### config.mk
export PLATFORM = sky130hd
export DESIGN_NAME = lt_bubble_pipe
export DESIGN_NICKNAME = d
export VERILOG_FILES = /design/src/rtl/bp_pkg.sv /design/src/rtl/bp_hazard_ctrl.sv /design/src/rtl/bp_split_reg.sv /design/src/rtl/bp_datapath.sv /design/src/rtl/lt_bubble_pipe.sv
export SDC_FILE = /design/constraint.sdc
export NUM_CORES = 1
export LEC_CHECK = 0
export BUFFER_PORTS_ARGS = -buffer_cell sky130_fd_sc_hd__clkbuf_2
export CAP_MARGIN = 20
export CORE_UTILIZATION = 50
export DETAILED_ROUTE_END_ITERATION = 12
export GPL_ROUTABILITY_DRIVEN = 0
export MAX_ROUTING_LAYER = met4
export PLACE_DENSITY = 0.83
export SKIP_CTS_REPAIR_TIMING = 1
export SLEW_MARGIN = 25
export SYNTH_ARGS = -nofsm -noshare
export SYNTH_HDL_FRONTEND = slang
export SYNTH_HIERARCHICAL = 1
export SYNTH_SLANG_ARGS = --single-unit
### constraint.sdc
create_clock -name clk -period 6.7 [get_ports clk]
set_clock_uncertainty 0.1 [all_clocks]
set_input_delay 0.335 -clock clk [delete_from_list [all_inputs] [get_ports clk]]
set_output_delay 0.335 -clock clk [all_outputs]
set_load 0.05 [all_outputs]
### src/rtl/bp_pkg.sv
package bp_pkg;

  // Strobes from the hazard control to the pipeline datapath.
  typedef struct packed {
    logic killCrit;  // force critical enables of the entering slot to 0
    logic leIdex;    // wide-part load enable of the decode/execute register
    logic leDown;    // load enable launched for the two downstream registers
  } strobeT;

endpackage

### src/rtl/bp_hazard_ctrl.sv
module bp_hazard_ctrl
  import bp_pkg::*;
#(
  parameter int RW = 5
) (
  input  logic          decValid,
  input  logic          decUseRs1,
  input  logic          decUseRs2,
  input  logic [RW-1:0] decRs1,
  input  logic [RW-1:0] decRs2,
  input  logic          idexRegWe,
  input  logic          idexMemRe,
  input  logic [RW-1:0] idexRd,
  output logic          stall,
  output strobeT        strobes
);

  logic loadInExe;
  logic hitRs1;
  logic hitRs2;
  logic loadUse;

  // A load sitting in execute cannot forward its data to the next instruction.
  assign loadInExe = idexRegWe & idexMemRe;
  assign hitRs1    = decUseRs1 & (decRs1 == idexRd);
  assign hitRs2    = decUseRs2 & (decRs2 == idexRd);
  assign loadUse   = decValid & loadInExe & (hitRs1 | hitRs2);

  assign stall = loadUse;

  always_comb begin
    strobes.killCrit = loadUse | ~decValid;
    strobes.leIdex   = ~strobes.killCrit;
    strobes.leDown   = ~strobes.killCrit;
  end

endmodule

### src/rtl/bp_split_reg.sv
module bp_split_reg #(
  parameter int             CW       = 1,
  parameter int             DW       = 8,
  parameter int             TOGW     = 8,
  parameter logic [CW-1:0]  CRIT_RST = '0
) (
  input  logic            clk,
  input  logic            rstN,
  input  logic            le,
  input  logic [CW-1:0]   critD,
  input  logic [DW-1:0]   dataD,
  output logic [CW-1:0]   critQ,
  output logic [DW-1:0]   dataQ,
  output logic [TOGW-1:0] togCnt
);

  logic [DW-1:0] dataNext;

  assign dataNext = le ? dataD : dataQ;

  // Critical part: captured every edge.
  always_ff @(posedge clk) begin
    if (!rstN) critQ <= CRIT_RST;
    else       critQ <= critD;
  end

  // Wide part: captured only under the load enable.
  always_ff @(posedge clk) begin
    if (!rstN)   dataQ <= '0;
    else if (le) dataQ <= dataD;
  end

  // Number of wide-part bits that switch at this edge.
  always_ff @(posedge clk) begin
    if (!rstN) togCnt <= '0;
    else       togCnt <= TOGW'($countones(dataNext ^ dataQ));
  end

endmodule

### src/rtl/bp_datapath.sv
module bp_datapath
  import bp_pkg::*;
#(
  parameter int XW   = 32,
  parameter int RW   = 5,
  parameter int OPW  = 4,
  parameter int TOGW = 8
) (
  input  logic            clk,
  input  logic            rstN,
  input  strobeT          strobes,
  input  logic            decRegWe,
  input  logic            decMemWe,
  input  logic            decMemRe,
  input  logic [OPW-1:0]  decAluOp,
  input  logic [RW-1:0]   decRd,
  input  logic [RW-1:0]   decRs1,
  input  logic [RW-1:0]   decRs2,
  input  logic [XW-1:0]   decOpA,
  input  logic [XW-1:0]   decOpB,
  input  logic [XW-1:0]   exResult,
  input  logic [XW-1:0]   memRdata,
  output logic [XW-1:0]   exOpA,
  output logic [XW-1:0]   exOpB,
  output logic            idexRegWe,
  output logic            idexMemWe,
  output logic            idexMemRe,
  output logic [OPW-1:0]  idexAluOp,
  output logic [RW-1:0]   idexRd,
  output logic [RW-1:0]   idexRs1,
  output logic [RW-1:0]   idexRs2,
  output logic            exmRegWe,
  output logic            exmMemWe,
  output logic            exmMemRe,
  output logic [RW-1:0]   exmRd,
  output logic [XW-1:0]   exmResult,
  output logic [XW-1:0]   exmStoreData,
  output logic            wbRegWe,
  output logic [RW-1:0]   wbRd,
  output logic [XW-1:0]   wbData,
  output logic [TOGW-1:0] idexTog,
  output logic [TOGW-1:0] exmTog,
  output logic [TOGW-1:0] wbTog
);

  localparam int IDEX_CW = 5;                 // regWe, memWe, memRe, leExm, leWb
  localparam int IDEX_DW = OPW + 3*RW + 2*XW;
  localparam int EXM_CW  = 4;                 // regWe, memWe, memRe, leWb
  localparam int EXM_DW  = RW + 2*XW;
  localparam int WB_CW   = 1;                 // regWe
  localparam int WB_DW   = RW + XW;

  // ---------------- decode / execute ----------------
  logic [IDEX_CW-1:0] idexCritD, idexCritQ;
  logic [IDEX_DW-1:0] idexDataD, idexDataQ;
  logic [XW-1:0]      idexOpA, idexOpB;
  logic               idexLeExm, idexLeWb;

  always_comb begin
    if (strobes.killCrit) idexCritD = {3'b000, strobes.leDown, strobes.leDown};
    else                  idexCritD = {decRegWe, decMemWe, decMemRe,
                                       strobes.leDown, strobes.leDown};
  end

  assign idexDataD = {decAluOp, decRd, decRs1, decRs2, decOpA, decOpB};

  bp_split_reg #(
    .CW(IDEX_CW), .DW(IDEX_DW), .TOGW(TOGW), .CRIT_RST(5'b00011)
  ) u_idex (
    .clk(clk), .rstN(rstN), .le(strobes.leIdex),
    .critD(idexCritD), .dataD(idexDataD),
    .critQ(idexCritQ), .dataQ(idexDataQ), .togCnt(idexTog)
  );

  assign {idexRegWe, idexMemWe, idexMemRe, idexLeExm, idexLeWb} = idexCritQ;
  assign {idexAluOp, idexRd, idexRs1, idexRs2, idexOpA, idexOpB} = idexDataQ;

  // ---------------- operand forwarding ----------------
  logic [RW-1:0] srcReg [2];
  logic [XW-1:0] rawOp  [2];
  logic [XW-1:0] fwdOp  [2];

  assign srcReg[0] = idexRs1;
  assign srcReg[1] = idexRs2;
  assign rawOp[0]  = idexOpA;
  assign rawOp[1]  = idexOpB;

  for (genvar k = 0; k < 2; k++) begin : g_fwd
    always_comb begin
      if (exmRegWe && !exmMemRe && (exmRd == srcReg[k])) fwdOp[k] = exmResult;
      else if (wbRegWe && (wbRd == srcReg[k]))           fwdOp[k] = wbData;
      else                                               fwdOp[k] = rawOp[k];
    end
  end

  assign exOpA = fwdOp[0];
  assign exOpB = fwdOp[1];

  // ---------------- execute / memory ----------------
  logic [EXM_CW-1:0] exmCritQ;
  logic [EXM_DW-1:0] exmDataQ;
  logic              exmLeWb;

  bp_split_reg #(
    .CW(EXM_CW), .DW(EXM_DW), .TOGW(TOGW), .CRIT_RST(4'b0001)
  ) u_exm (
    .clk(clk), .rstN(rstN), .le(idexLeExm),
    .critD({idexRegWe, idexMemWe, idexMemRe, idexLeWb}),
    .dataD({idexRd, exResult, exOpB}),
    .critQ(exmCritQ), .dataQ(exmDataQ), .togCnt(exmTog)
  );

  assign {exmRegWe, exmMemWe, exmMemRe, exmLeWb} = exmCritQ;
  assign {exmRd, exmResult, exmStoreData}        = exmDataQ;

  // ---------------- memory / writeback ----------------
  logic [WB_DW-1:0] wbDataQ;
  logic [XW-1:0]    wbValueD;

  assign wbValueD = exmMemRe ? memRdata : exmResult;

  bp_split_reg #(
    .CW(WB_CW), .DW(WB_DW), .TOGW(TOGW), .CRIT_RST(1'b0)
  ) u_wb (
    .clk(clk), .rstN(rstN), .le(exmLeWb),
    .critD(exmRegWe), .dataD({exmRd, wbValueD}),
    .critQ(wbRegWe), .dataQ(wbDataQ), .togCnt(wbTog)
  );

  assign {wbRd, wbData} = wbDataQ;

endmodule

### src/rtl/lt_bubble_pipe.sv
module lt_bubble_pipe
  import bp_pkg::*;
#(
  parameter int XW   = 32,
  parameter int RW   = 5,
  parameter int OPW  = 4,
  parameter int TOGW = 8
) (
  input  logic            clk,
  input  logic            rstN,
  input  logic            decValid,
  input  logic            decRegWe,
  input  logic            decMemWe,
  input  logic            decMemRe,
  input  logic            decUseRs1,
  input  logic            decUseRs2,
  input  logic [OPW-1:0]  decAluOp,
  input  logic [RW-1:0]   decRd,
  input  logic [RW-1:0]   decRs1,
  input  logic [RW-1:0]   decRs2,
  input  logic [XW-1:0]   decOpA,
  input  logic [XW-1:0]   decOpB,
  input  logic [XW-1:0]   exResult,
  input  logic [XW-1:0]   memRdata,
  output logic            stall,
  output logic [XW-1:0]   exOpA,
  output logic [XW-1:0]   exOpB,
  output logic            idexRegWe,
  output logic            idexMemWe,
  output logic            idexMemRe,
  output logic [OPW-1:0]  idexAluOp,
  output logic [RW-1:0]   idexRd,
  output logic [RW-1:0]   idexRs1,
  output logic [RW-1:0]   idexRs2,
  output logic            exmRegWe,
  output logic            exmMemWe,
  output logic            exmMemRe,
  output logic [RW-1:0]   exmRd,
  output logic [XW-1:0]   exmResult,
  output logic [XW-1:0]   exmStoreData,
  output logic            wbRegWe,
  output logic [RW-1:0]   wbRd,
  output logic [XW-1:0]   wbData,
  output logic [TOGW-1:0] idexTog,
  output logic [TOGW-1:0] exmTog,
  output logic [TOGW-1:0] wbTog
);

  strobeT strobes;

  bp_hazard_ctrl #(.RW(RW)) u_ctrl (
    .decValid(decValid), .decUseRs1(decUseRs1), .decUseRs2(decUseRs2),
    .decRs1(decRs1), .decRs2(decRs2),
    .idexRegWe(idexRegWe), .idexMemRe(idexMemRe), .idexRd(idexRd),
    .stall(stall), .strobes(strobes)
  );

  bp_datapath #(.XW(XW), .RW(RW), .OPW(OPW), .TOGW(TOGW)) u_dp (
    .clk(clk), .rstN(rstN), .strobes(strobes),
    .decRegWe(decRegWe), .decMemWe(decMemWe), .decMemRe(decMemRe),
    .decAluOp(decAluOp), .decRd(decRd), .decRs1(decRs1), .decRs2(decRs2),
    .decOpA(decOpA), .decOpB(decOpB), .exResult(exResult), .memRdata(memRdata),
    .exOpA(exOpA), .exOpB(exOpB),
    .idexRegWe(idexRegWe), .idexMemWe(idexMemWe), .idexMemRe(idexMemRe),
    .idexAluOp(idexAluOp), .idexRd(idexRd), .idexRs1(idexRs1), .idexRs2(idexRs2),
    .exmRegWe(exmRegWe), .exmMemWe(exmMemWe), .exmMemRe(exmMemRe),
    .exmRd(exmRd), .exmResult(exmResult), .exmStoreData(exmStoreData),
    .wbRegWe(wbRegWe), .wbRd(wbRd), .wbData(wbData),
    .idexTog(idexTog), .exmTog(exmTog), .wbTog(wbTog)
  );

endmodule

# After elaboration in Yosys (flattened, before gate mapping)
# Cells that the tools add are included.
[word_totals]
out_inout_bits = 221
register_bits = 223
[classes]
mux = 8
n_addsub = 186
bitwise = 13
reduce_logical = 7
n_eq_ne = 6
[ops]
columns = ["operator", "count"]
rows = [
  ["$add A1 B1 Y2", 93],
  ["$mux W32", 5],
  ["$add A2 B2 Y3", 46],
  ["$add A3 B3 Y4", 22],
  ["$mux W83", 1],
  ["$xor A83 B83 Y83", 1],
  ["$mux W69", 1],
  ["$xor A69 B69 Y69", 1],
  ["$add A4 B4 Y5", 11],
  ["$mux W37", 1],
  ["$xor A37 B37 Y37", 1],
  ["$add A5 B5 Y6", 5],
  ["$eq A5 B5 Y1", 6],
  ["$add A6 B6 Y7", 2],
  ["$add A3 B1 Y4", 2],
  ["$add A7 B4 Y8", 1],
  ["$add A7 B6 Y8", 1],
  ["$add A6 B4 Y7", 1],
  ["$add A5 B3 Y6", 1],
  ["$and A1 B1 Y1", 5],
  ["$logic_and A1 B1 Y1", 5],
  ["$add A2 B1 Y3", 1],
  ["$not A1 Y1", 3],
  ["$or A1 B1 Y1", 2],
  ["2 further kinds", 2],
]

# Depth between registers and ports, before layout
# Gate-level depths: netlist of run 1.
[depth]
ltp_word = 14
ltp_mapped = 29
mapped_depth_nobuf = 24

# Modules after synthesis
# The synthesis of run 1 kept the hierarchy.
[modules_own_cells]
columns = ["mod", "area_per_inst_um2", "seq_area_each_um2", "instances", "cells_each"]
rows = [
  ["bp_split_reg (u_dp.u_idex)", 6496.2, 1901.8, 1, 645],
  ["bp_split_reg (u_dp.u_exm)", 5662.9, 1601.5, 1, 542],
  ["bp_split_reg (u_dp.u_wb)", 2892.8, 880.8, 1, 287],
  ["bp_datapath", 2397.3, 0.0, 1, 406],
  ["bp_hazard_ctrl", 145.1, 0.0, 1, 19],
]

# Worst setup path before layout of run 1
# Ideal clock, no wire load.
[synth_path]
path_type = "register to register"
from = "register u_dp.u_idex.dataQ[66]"
to = "register u_dp.u_exm.togCnt[4]"
path_stages_with_launch = 26
setup_time_ns = 0.116
synth_period_minus_slack_ns = 8.527
arrival_time_ns = 8.311
slack_ns = -1.827
path_cell_list = "dfxtp_1 xnor2_1 nand4_2 clkbuf_1 or3_1 a31oi_1 xor2_1 and2_1 fa_1 inv_1 fa_1 inv_1 fa_1 fa_1 fa_1 fa_1 inv_1 fa_1 fa_1 inv_1 fa_1 inv_1 fa_1 nor2b_1 o21a_1 o211a_1"
[synth_between]
elab_chain_len = 13
word_cells_on_any_way = 41
[synth_lines]
columns = ["item", "line_no", "rtl"]
rows = [
  ["start, declared", "bp_split_reg.sv:13", "output logic [DW-1:0] dataQ,"],
  ["start signal, assigned", "bp_split_reg.sv:30", "else if (le) dataQ <= dataD;"],
  ["$eq A5 B5 Y1", "bp_datapath.sv:91", "else if (wbRegWe && (wbRd == srcReg[k])) fwdOp[k] = wbData;"],
  ["$logic_and A1 B1 Y1", "bp_datapath.sv:91", ""],
  ["$mux W32", "bp_datapath.sv:91", ""],
  ["$mux W32 (*)", "bp_datapath.sv:90", "if (exmRegWe && !exmMemRe && (exmRd == srcReg[k])) fwdOp[k] = exmResult;"],
  ["via exOpB[27]", "lt_bubble_pipe.sv:27", "output logic [XW-1:0] exOpB,"],
  ["$mux W69 (*)", "bp_split_reg.sv:19", "assign dataNext = le ? dataD : dataQ;"],
  ["$xor A69 B69 Y69 (*)", "bp_split_reg.sv:36", "else togCnt <= TOGW'($countones(dataNext ^ dataQ));"],
  ["$add A1 B1 Y2 (not written as such) (*)", "bp_split_reg.sv:36", ""],
  ["$add A2 B2 Y3 (not written as such) (*)", "bp_split_reg.sv:36", ""],
  ["$add A3 B3 Y4 (not written as such) (*)", "bp_split_reg.sv:36", ""],
  ["$add A4 B4 Y5 (not written as such) (*)", "bp_split_reg.sv:36", ""],
  ["$add A5 B5 Y6 (not written as such) (*)", "bp_split_reg.sv:36", ""],
  ["$add A6 B6 Y7 (not written as such) (*)", "bp_split_reg.sv:36", ""],
  ["$add A7 B4 Y8 (not written as such) (*)", "bp_split_reg.sv:36", ""],
  ["end signal, assigned", "bp_split_reg.sv:36", ""],
  ["end, declared", "bp_split_reg.sv:14", "output logic [TOGW-1:0] togCnt"],
]
# Mark *: on every way through the listed nets, which the timed path passes. The rest lies on a longest branch.
# A chain may end at the register's enable or synchronous reset.

# Final worst setup path of run 1
[layout_path]
from = "register u_dp.u_idex.dataQ[77]"
to = "register u_dp.u_idex.togCnt[4]"
[layout_between]
elab_chain_len = 14
word_cells_on_any_way = 91
[layout_lines]
columns = ["item", "line_no", "rtl"]
rows = [
  ["$eq A5 B5 Y1 (on tied branches)", "bp_hazard_ctrl.sv:25, bp_hazard_ctrl.sv:26", ""],
  ["$and A1 B1 Y1 (on tied branches)", "bp_hazard_ctrl.sv:25, bp_hazard_ctrl.sv:26", ""],
  ["$or A1 B1 Y1", "bp_hazard_ctrl.sv:27", "assign loadUse = decValid & loadInExe & (hitRs1 | hitRs2);"],
  ["$and A1 B1 Y1", "bp_hazard_ctrl.sv:27", ""],
  ["$or A1 B1 Y1", "bp_hazard_ctrl.sv:32", "strobes.killCrit = loadUse | ~decValid;"],
  ["$mux W83", "-", ""],
  ["$xor A83 B83 Y83 (*)", "bp_split_reg.sv:36", ""],
  ["$add A1 B1 Y2 (not written as such)", "bp_split_reg.sv:36", ""],
  ["$add A2 B2 Y3 (not written as such)", "bp_split_reg.sv:36", ""],
  ["$add A3 B3 Y4 (not written as such)", "bp_split_reg.sv:36", ""],
  ["$add A4 B4 Y5 (not written as such)", "bp_split_reg.sv:36", ""],
  ["$add A5 B5 Y6 (not written as such)", "bp_split_reg.sv:36", ""],
  ["$add A6 B6 Y7 (not written as such)", "bp_split_reg.sv:36", ""],
  ["$add A7 B6 Y8 (not written as such) (*)", "bp_split_reg.sv:36", ""],
  ["end signal, assigned", "bp_split_reg.sv:36", ""],
  ["end, declared", "bp_split_reg.sv:14", ""],
]
# Every way passes the cells marked *; elsewhere a longest branch is shown, timed or not.

==> results.cfg, run 1 <==
[status]
status = finished with violations
violations = negative hold slack, negative setup slack

[route]
remaining_drc_errors = 0
vias = 16910
detail-route-antenna-nets = 0
routed_via_density = 5.790
wl_per_cell_um = 23.58
drt_iter0_drc = 1876
first_pass_iters = 6
wl_mm = 68.87

[sta]
hold_viol = 20
timing.fmax_mhz = 133.7
maxSlewViolCount = 0
timing.hold.ws_ns = -0.03831
period_share_pct = 111.6
tightest_slew_ns = 1.052
tns_ns = -7.436
fin_ws_ns = -0.7793
period_minus_slack_ns = 7.479
setup_viol_count_final = 14
rsz0062_at_grt = true
slew_headroom_pct = 29.85

[run]
maxCapViolations = 0

[yosys]
async_reset_ff_share_pct = 0
synth.top_cells.by_count = 219 x dfxtp_1, 191 x xor2_1, 190 x mux2i_1, 160 x fa_1, 149 x inv_1
avgSynthCellArea_um2 = 9.265
synth_top_area_cell = dfxtp_1
seq_area_frac_synth_pct = 24.92
synth_area_leaders = dfxtp_1 25%, fa_1 18%, mux2i_1 11%
syn_area_mm2 = 0.01759
synth_top_cell_area_share_pct = 24.92
synth_most_common_cell = dfxtp_1
synth_ff_type = dfxtp_1
yosys_warnings = 6
synth_edf_count = 0
ys_types = 53
ys_ff_latch = 219
netlist_instances = 1899

[clock_tree]
tritoncts = built
clockBufferDepth = 3
clockRootBuffer = clkbuf_16
cts_sinks = 219
htreeDepth = 1
clk-insertion-delay-late_ns = 0.56
clkTransAtPathRegs_ns = 0.06
cts_made_buffers = 26

[worst_setup_path]
end_kind = flip-flop
worst_r2r_endpoint = u_dp/u_idex/togCnt[4]
ff2ff_setup_slack_ns = -0.78
critPathMostFrequentCell = fa_1
reg2reg_from = u_dp/u_idex/dataQ[77]
path_cells = xnor2_1, nand4_1, o22a_1, and2_4, buf_12, buf_12, and2_4, fa_1, inv_2, fa_1, inv_1, fa_1, fa_2, fa_1, fa_1, fa_1, fa_1, inv_1, fa_2, fa_2, nor2b_4, o21ai_2, a221oi_2
critPathLaunch = u_dp/u_idex/dataQ[77]
arrival_ns = 7.84
slowest_delay_ns = 0.57
start_kind = flip-flop
critical_path_class = flip-flop to flip-flop
cp_slowest_cell = fa_1
ff2ff_path_depth = 23
required_ns = 7.06
crit_path_max_fanout = 11

[die]
initial_core_util_pct = 50.93
die_x_um = 189.6
dieArea_mm2 = 0.03594
ios = 376
die_h_um = 189.6
row_count = 68
core_mm2 = 0.03454

[finish]
layout.nets = 2790
regArea_mm2 = 0.004473
syn2layout_area_growth_pct = 31.89
drive_above_1_share_pct = 32.28
design_area_mm2 = 0.02320
fillers = 2557
multi_input_area_mm2 = 0.01254
final_util_pct = 67.18

[min_path]
hold_path_end = u_dp/u_idex/dataQ[30]
hold_path_class = primary input to flip-flop
min_from = decOpB[30]
holdPathStages = 3

[placement]
pre_cts_ws_ns = -0.6301
dpl-instance-area_mm2 = 0.02140
portBuffers = 371
post-dp-hpwl_mm = 51.16

[global_route]
grt_max_degree = 89
antenna_found_initial = 5
track_usage_pct = 36.18
grt_overflow_total = 0
grt_pass1_vias = 16190
grt_pass1_wl_mm = 94.07
area by class of cell:
cell class,instances,share of cell area [%]
inverter,150,2.426
sequential,219,19.28
antenna,6,0.06470
clock inverter,7,0.3936
tap,455,2.453
timing repair buffer,635,18.03
clock buffer,41,3.311
multi-input combinational,1408,54.05
worst max path at each step:
stage	cells past startpoint	endpoint
2_1_floorplan	24	u_dp/u_exm/togCnt[5]
3_3_place_gp	24	u_dp/u_exm/togCnt[4]
3_5_place_dp	24	u_dp/u_exm/togCnt[4]
4_1_cts	25	u_dp/u_exm/togCnt[4]
5_1_grt	24	u_dp/u_idex/togCnt[4]
6_report	23	u_dp/u_idex/togCnt[4]
cell families after synthesis:
logic type	share of synthesized area, %
simple gates	18.04
other cells	0.06400
flops	24.92
compound gates	5.419
mux	12.86
fa+ha+maj	20.69
buf+inv	7.054
xor+xnor	10.95
registers in the layout (all words and copies together), names as in the netlist, 4 cells and up:
signal,flops
u_dp/u_idex/dataQ,83
u_dp/u_exm/dataQ,69
u_dp/u_wb/dataQ,37
u_dp/u_exm/togCnt,7
u_dp/u_idex/togCnt,7
u_dp/u_wb/togCnt,6
u_dp/u_idex/critQ,5
u_dp/u_exm/critQ,4
per-layer routing:
| layer | up-vias | global-route usage [%] | part of all wire, % |
|---|---|---|---|
| li1 | 7250 | - | - |
| met4 | 0 | 23.48 | 7.3 |
| met2 | 1221 | 56.21 | 46 |
| met3 | 349 | 8.928 | 10 |
| met1 | 8093 | 41.70 | 36 |
| met5 | - | - | 0 |
critical path: cells and delay by family, from the launching register on:
kind            cells  cell delay (ns)
xor+xnor            1             0.23
flops               1             0.37
simple gates        4             0.78
buf+inv             5             0.46
compound gates      3             0.58
fa+ha+maj          10             4.84
layout by cell type (no fill, tap or decap), types with 34 or more instances in the layout:
master,instances
o21ai_0,58
inv_1,136
or3_1,59
mux2i_1,190
ha_1,34
dlygate4sd3_1,40
xor2_1,191
nand2_1,98
nor3_1,63
nor2_1,129
a31oi_1,47
fa_1,145
dfxtp_1,192
buf_4,199
clkbuf_2,371
nor2b_1,76
and2_1,121
stage by stage:
stage,instances,hold slack (ns)
CTS,2851,-0.06945
global placement,2803,0.2956
detailed placement,2803,0.3029
global route,2920,0.0005798
floorplan,1900,0.2863
finish,2921,-0.03831
Power of run 1 is left out: the tool's default activity adds up to more than one toggle a clock period on the data nets, which glitch-free logic cannot reach.
==> run 2, diff against run 1 <==
Settings changed: PLACE_DENSITY 0.83 to 0.85.
==> run 2 against run 1 <==
The run still ends with negative hold slack, negative setup slack left. Via count barely moved. Sequential cell count unchanged. Global-route usage up 0.67 points. Utilization decreased by 0.95 points. Register-to-register slack gained 0.02 ns. Die area stayed put. First-iteration DRC count grew 9.6%.
==> results.cfg, run 2 (same netlist as run 1, synthesis figures left out) <==
[die]
core_mm2 = 0.03454
dieArea_mm2 = 0.03594
ios = 376
die_x_um = 189.6
die_h_um = 189.6
row_count = 68
initial_core_util_pct = 50.93

[worst_setup_path]
start_kind = flip-flop
critical_path_class = flip-flop to flip-flop
crit_path_max_fanout = 23
end_kind = flip-flop
required_ns = 7.03
arrival_ns = 7.79

[clock_tree]
cts_sinks = 219
tritoncts = built
clockBufferDepth = 3
clkTransAtPathRegs_ns = 0.06
clockRootBuffer = clkbuf_16
clk-insertion-delay-late_ns = 0.56
cts_made_buffers = 26
htreeDepth = 1

[route]
routed_via_density = 5.838
dr.max_layer_used = met4
wl_met2_mm = 31.83
drt_iter0_drc = 2057
wl_met3_mm = 8.149
wl_per_cell_um = 24.29
detail-route-antenna-nets = 0
first_pass_iters = 6
vias = 16910
wl_mm = 70.35
m1WireLength_mm = 25.10
remaining_drc_errors = 0

[sta]
timing.fmax_mhz = 134.0
period_share_pct = 111.4
period_minus_slack_ns = 7.464
rsz0062_at_grt = true
timing.hold.ws_ns = -0.03342
slew_headroom_pct = 28.18
tns_ns = -7.359
hold_viol = 27
tightest_slew_ns = 1.077
fin_ws_ns = -0.7639
maxSlewViolCount = 0
setup_viol_count_final = 14

[global_route]
grt_max_degree = 89
grt_pass1_wl_mm = 95.68
track_usage_pct = 36.85
grt_overflow_total = 0
antenna_found_initial = 8
grt_pass1_vias = 16320

[status]
violations = negative hold slack, negative setup slack
status = finished with violations

[finish]
reg_top3 = u_dp/u_idex/dataQ x83, u_dp/u_exm/dataQ x69, u_dp/u_wb/dataQ x37
largest_reg_flops = 83
largest-register = u_dp/u_idex/dataQ
drive_above_1_share_pct = 30.73
layout_common_cells = 371 x clkbuf_2, 192 x dfxtp_1, 190 x xor2_1, 190 x mux2i_1, 185 x buf_4
layout.nets = 2765
syn2layout_area_growth_pct = 30.03
fillers = 2540
layout_commonest_cell = clkbuf_2

[run]
maxCapViolations = 0

[placement]
portBuffers = 371
post-dp-hpwl_mm = 51.67

[min_path]
hold_path_class = primary input to flip-flop
## run 2: cell count changes in the layout (fill, tap and decap cells not counted), sizes merged
cell,before,now
diode,6,10
clkinvlp,1,0
buf,219,199
clkbuf,417,411
dlygate4sd3,40,37
clkinv,4,5
## run 2: worst max-delay path: stages, from the launching register on
cell and delay (ns):
dfxtp_4 0.37, xnor2_1 0.18, nand4_1 0.22, or2_2 0.37, buf_12 0.21, a31oi_4 0.22
xor2_1 0.14, and2_1 0.15, fa_1 0.44, fa_1 0.50, inv_1 0.07, fa_1 0.54
inv_1 0.06, fa_1 0.50, fa_1 0.49, fa_1 0.51, fa_1 0.55, inv_1 0.05
fa_1 0.52, inv_1 0.05, ha_1 0.34, a211oi_4 0.29, nor3_1 0.08, or3b_1 0.36
## run 2: final timing paths
check / startpoint / endpoint / slack, ns / cells after the start
hold reg to reg: u_dp/u_idex/critQ[0] / u_dp/u_exm/critQ[0] / 0.31 / 1
hold / removal: decOpA[1] / u_dp/u_idex/dataQ[33] / -0.03 / 3
setup reg to reg: u_dp/u_idex/dataQ[64] / u_dp/u_exm/togCnt[5] / -0.76 / 23
setup / recovery: u_dp/u_idex/dataQ[64] / u_dp/u_exm/togCnt[5] / -0.76 / 23
## run 2: area by class of cell
cell class	instances	area, um2	area share [%]
diodes	10	25.02	0.1094
clock buffers	37	763.2	3.336
clock inverters	7	96.34	0.4211
inverters	150	563.0	2.461
multi-input cells	1408	12450	54.41
flip-flops and latches	219	4473	19.55
well taps	455	569.3	2.488
repair buffers	610	3940	17.22
## run 2: routing by layer
layer / vias to the layer above / GRT usage, %
li1: 7197 / -
met2: 1319 / 57.73
met5: - / -
met3: 361 / 8.375
met1: 8029 / 42.99
met4: 0 / 22.70
## run 2: through the flow
| stage | cells | worst slack (ns) | hold slack, ns | area, um2 | util, % |
|---|---|---|---|---|---|
| after global placement | 2795 | -0.3666 | 0.2976 | 21340 | 61.79 |
| final | 2896 | -0.7639 | -0.03342 | 22880 | 66.23 |
| after floorplan | 1900 | -0.6184 | 0.2863 | 18180 | - |
| after CTS | 2839 | -0.6201 | -0.04823 | 22200 | 64.28 |
| after detailed placement | 2795 | -0.5688 | 0.2924 | 21340 | 61.79 |
| after global routing | 2895 | -0.8963 | -0.01544 | 22880 | 66.22 |
Power of run 2 is left out for the same reason.
==> run 3, diff against run 2 <==
Settings changed: CORE_ASPECT_RATIO set to 0.6.
==> run 3 against run 2 <==
The flow still finishes with violations (negative hold slack, negative setup slack). Largest cell class unchanged. Sequential cell count stayed put. Wire length is 4.0% lower. Final area is 0.70% higher. Setup slack better by 0.072 ns. Final cell count is 0.79% higher. Die area hardly changed.
==> results.cfg, run 3 (same netlist as run 1, synthesis figures left out) <==
[clock_tree]
clkTransAtPathRegs_ns = 0.06
cts_sinks = 219
clockBufferDepth = 3
htreeDepth = 1
clk-insertion-delay-late_ns = 0.57
cts_made_buffers = 24
clockRootBuffer = clkbuf_16
tritoncts = built

[die]
die_h_um = 147.3
dieArea_mm2 = 0.03597
die_x_um = 244.2
row_count = 52
core_mm2 = 0.03416
ios = 376
initial_core_util_pct = 51.51

[route]
wl_mm = 67.54
drt_iter0_drc = 2331
routed_via_density = 5.669
remaining_drc_errors = 0
first_pass_iters = 6
detail-route-antenna-nets = 0
wl_per_cell_um = 23.14
vias = 16550

[global_route]
track_usage_pct = 36.78
grt_max_degree = 86
grt_pass1_vias = 15980
antenna_found_initial = 18
grt_overflow_total = 0
grt_pass1_wl_mm = 95.83

[finish]
layout.nets = 2776
layout_common_cells = 371 x clkbuf_2, 192 x dfxtp_1, 191 x xor2_1
syn2layout_area_growth_pct = 30.94
largest_reg_flops = 83
reg_top3 = u_dp/u_idex/dataQ x83, u_dp/u_exm/dataQ x69, u_dp/u_wb/dataQ x37
largest-register = u_dp/u_idex/dataQ
fillers = 2537
layout_commonest_cell = clkbuf_2
drive_above_1_share_pct = 31.30

[min_path]
hold_path_class = primary input to flip-flop

[sta]
period_share_pct = 110.3
rsz0062_at_grt = true
maxSlewViolCount = 0
hold_viol = 19
fin_ws_ns = -0.6917
period_minus_slack_ns = 7.392
timing.fmax_mhz = 135.3
tns_ns = -5.748
timing.hold.ws_ns = -0.02755
tightest_slew_ns = 0.9861
slew_headroom_pct = 34.26
setup_viol_count_final = 13

[worst_setup_path]
critPathMostFrequentCell = fa_1
crit_path_max_fanout = 13
required_ns = 7.07
arrival_ns = 7.76
slowest_delay_ns = 0.56
end_kind = flip-flop
critical_path_class = flip-flop to flip-flop
start_kind = flip-flop
cp_slowest_cell = fa_2

[status]
violations = negative hold slack, negative setup slack
status = finished with violations

[placement]
post-dp-hpwl_mm = 52.62
portBuffers = 371

[run]
maxCapViolations = 0
-- run 3: cell count changes in the layout (fill, tap and decap cells not counted), moves of 4 or more --
| cell | previous run | this run |
|---|---|---|
| buf_4 | 185 | 181 |
| dlygate4sd3_1 | 37 | 48 |
| xnor2_2 | 7 | 1 |
| and2_4 | 7 | 12 |
| and2_1 | 123 | 118 |
| inv_1 | 143 | 137 |
| or3_1 | 63 | 56 |
| diode_2 | 10 | 16 |
| clkinv_2 | 2 | 7 |
| inv_2 | 7 | 13 |
| or3_4 | 2 | 9 |
-- run 3: final cells by class --
cell class                      instances  area (um2)  area share, %
Antenna cell                           16       40.04         0.1738
Clock buffer                           34       658.1          2.857
Clock inverter                         10       67.56         0.2933
Inverter                              150       563.0          2.444
Multi-Input combinational cell       1408       12540          54.41
Sequential cell                       219        4473          19.42
Tap cell                              459       574.3          2.493
Timing Repair Buffer                  623        4126          17.91
-- run 3: metal layers --
| metal | vias up | part of all wire, % | track usage (%) |
|---|---|---|---|
| met5 | - | 0 | - |
| met4 | 0 | 4.9 | 14.84 |
| met3 | 247 | 13 | 11.49 |
| met2 | 1136 | 43 | 53.07 |
| met1 | 7935 | 39 | 47.75 |
| li1 | 7229 | - | - |
-- run 3: per-stage QoR --
stage / utilization (%) / cells / hold WS [ns] / instance area (um2) / setup WS [ns]
finish: 67.45 / 2919 / -0.02755 / 23040 / -0.6917
global route: 67.45 / 2919 / 0.003749 / 23040 / -0.8538
CTS: 64.60 / 2840 / -0.07162 / 22060 / -0.8327
detailed placement: 62.47 / 2796 / 0.3021 / 21340 / -0.8000
global placement: 62.47 / 2796 / 0.2870 / 21340 / -0.5075
floorplan: - / 1900 / 0.2863 / 18180 / -0.6184
-- run 3: final timing paths --
check,start,end,slack [ns],depth (start not counted)
worst min-delay path,decOpA[22],u_dp/u_idex/dataQ[54],-0.03,3
worst min register to register,u_dp/u_idex/critQ[0],u_dp/u_exm/critQ[0],0.32,1
worst max register to register,u_dp/u_wb/dataQ[34],u_dp/u_exm/togCnt[2],-0.69,27
worst max-delay path,u_dp/u_wb/dataQ[34],u_dp/u_exm/togCnt[2],-0.69,27
-- run 3: critical path, delay by kind of cell (launching register included) --
family,cells,cell delay [ns]
adder cells (fa/ha/maj),10,4.65
buffers and inverters,9,0.82
AND/OR/NAND/NOR,4,0.51
AO/OA/AOI/OAI,2,0.49
flip-flops,1,0.36
XOR/XNOR,2,0.35
Power of run 3 is left out for the same reason.
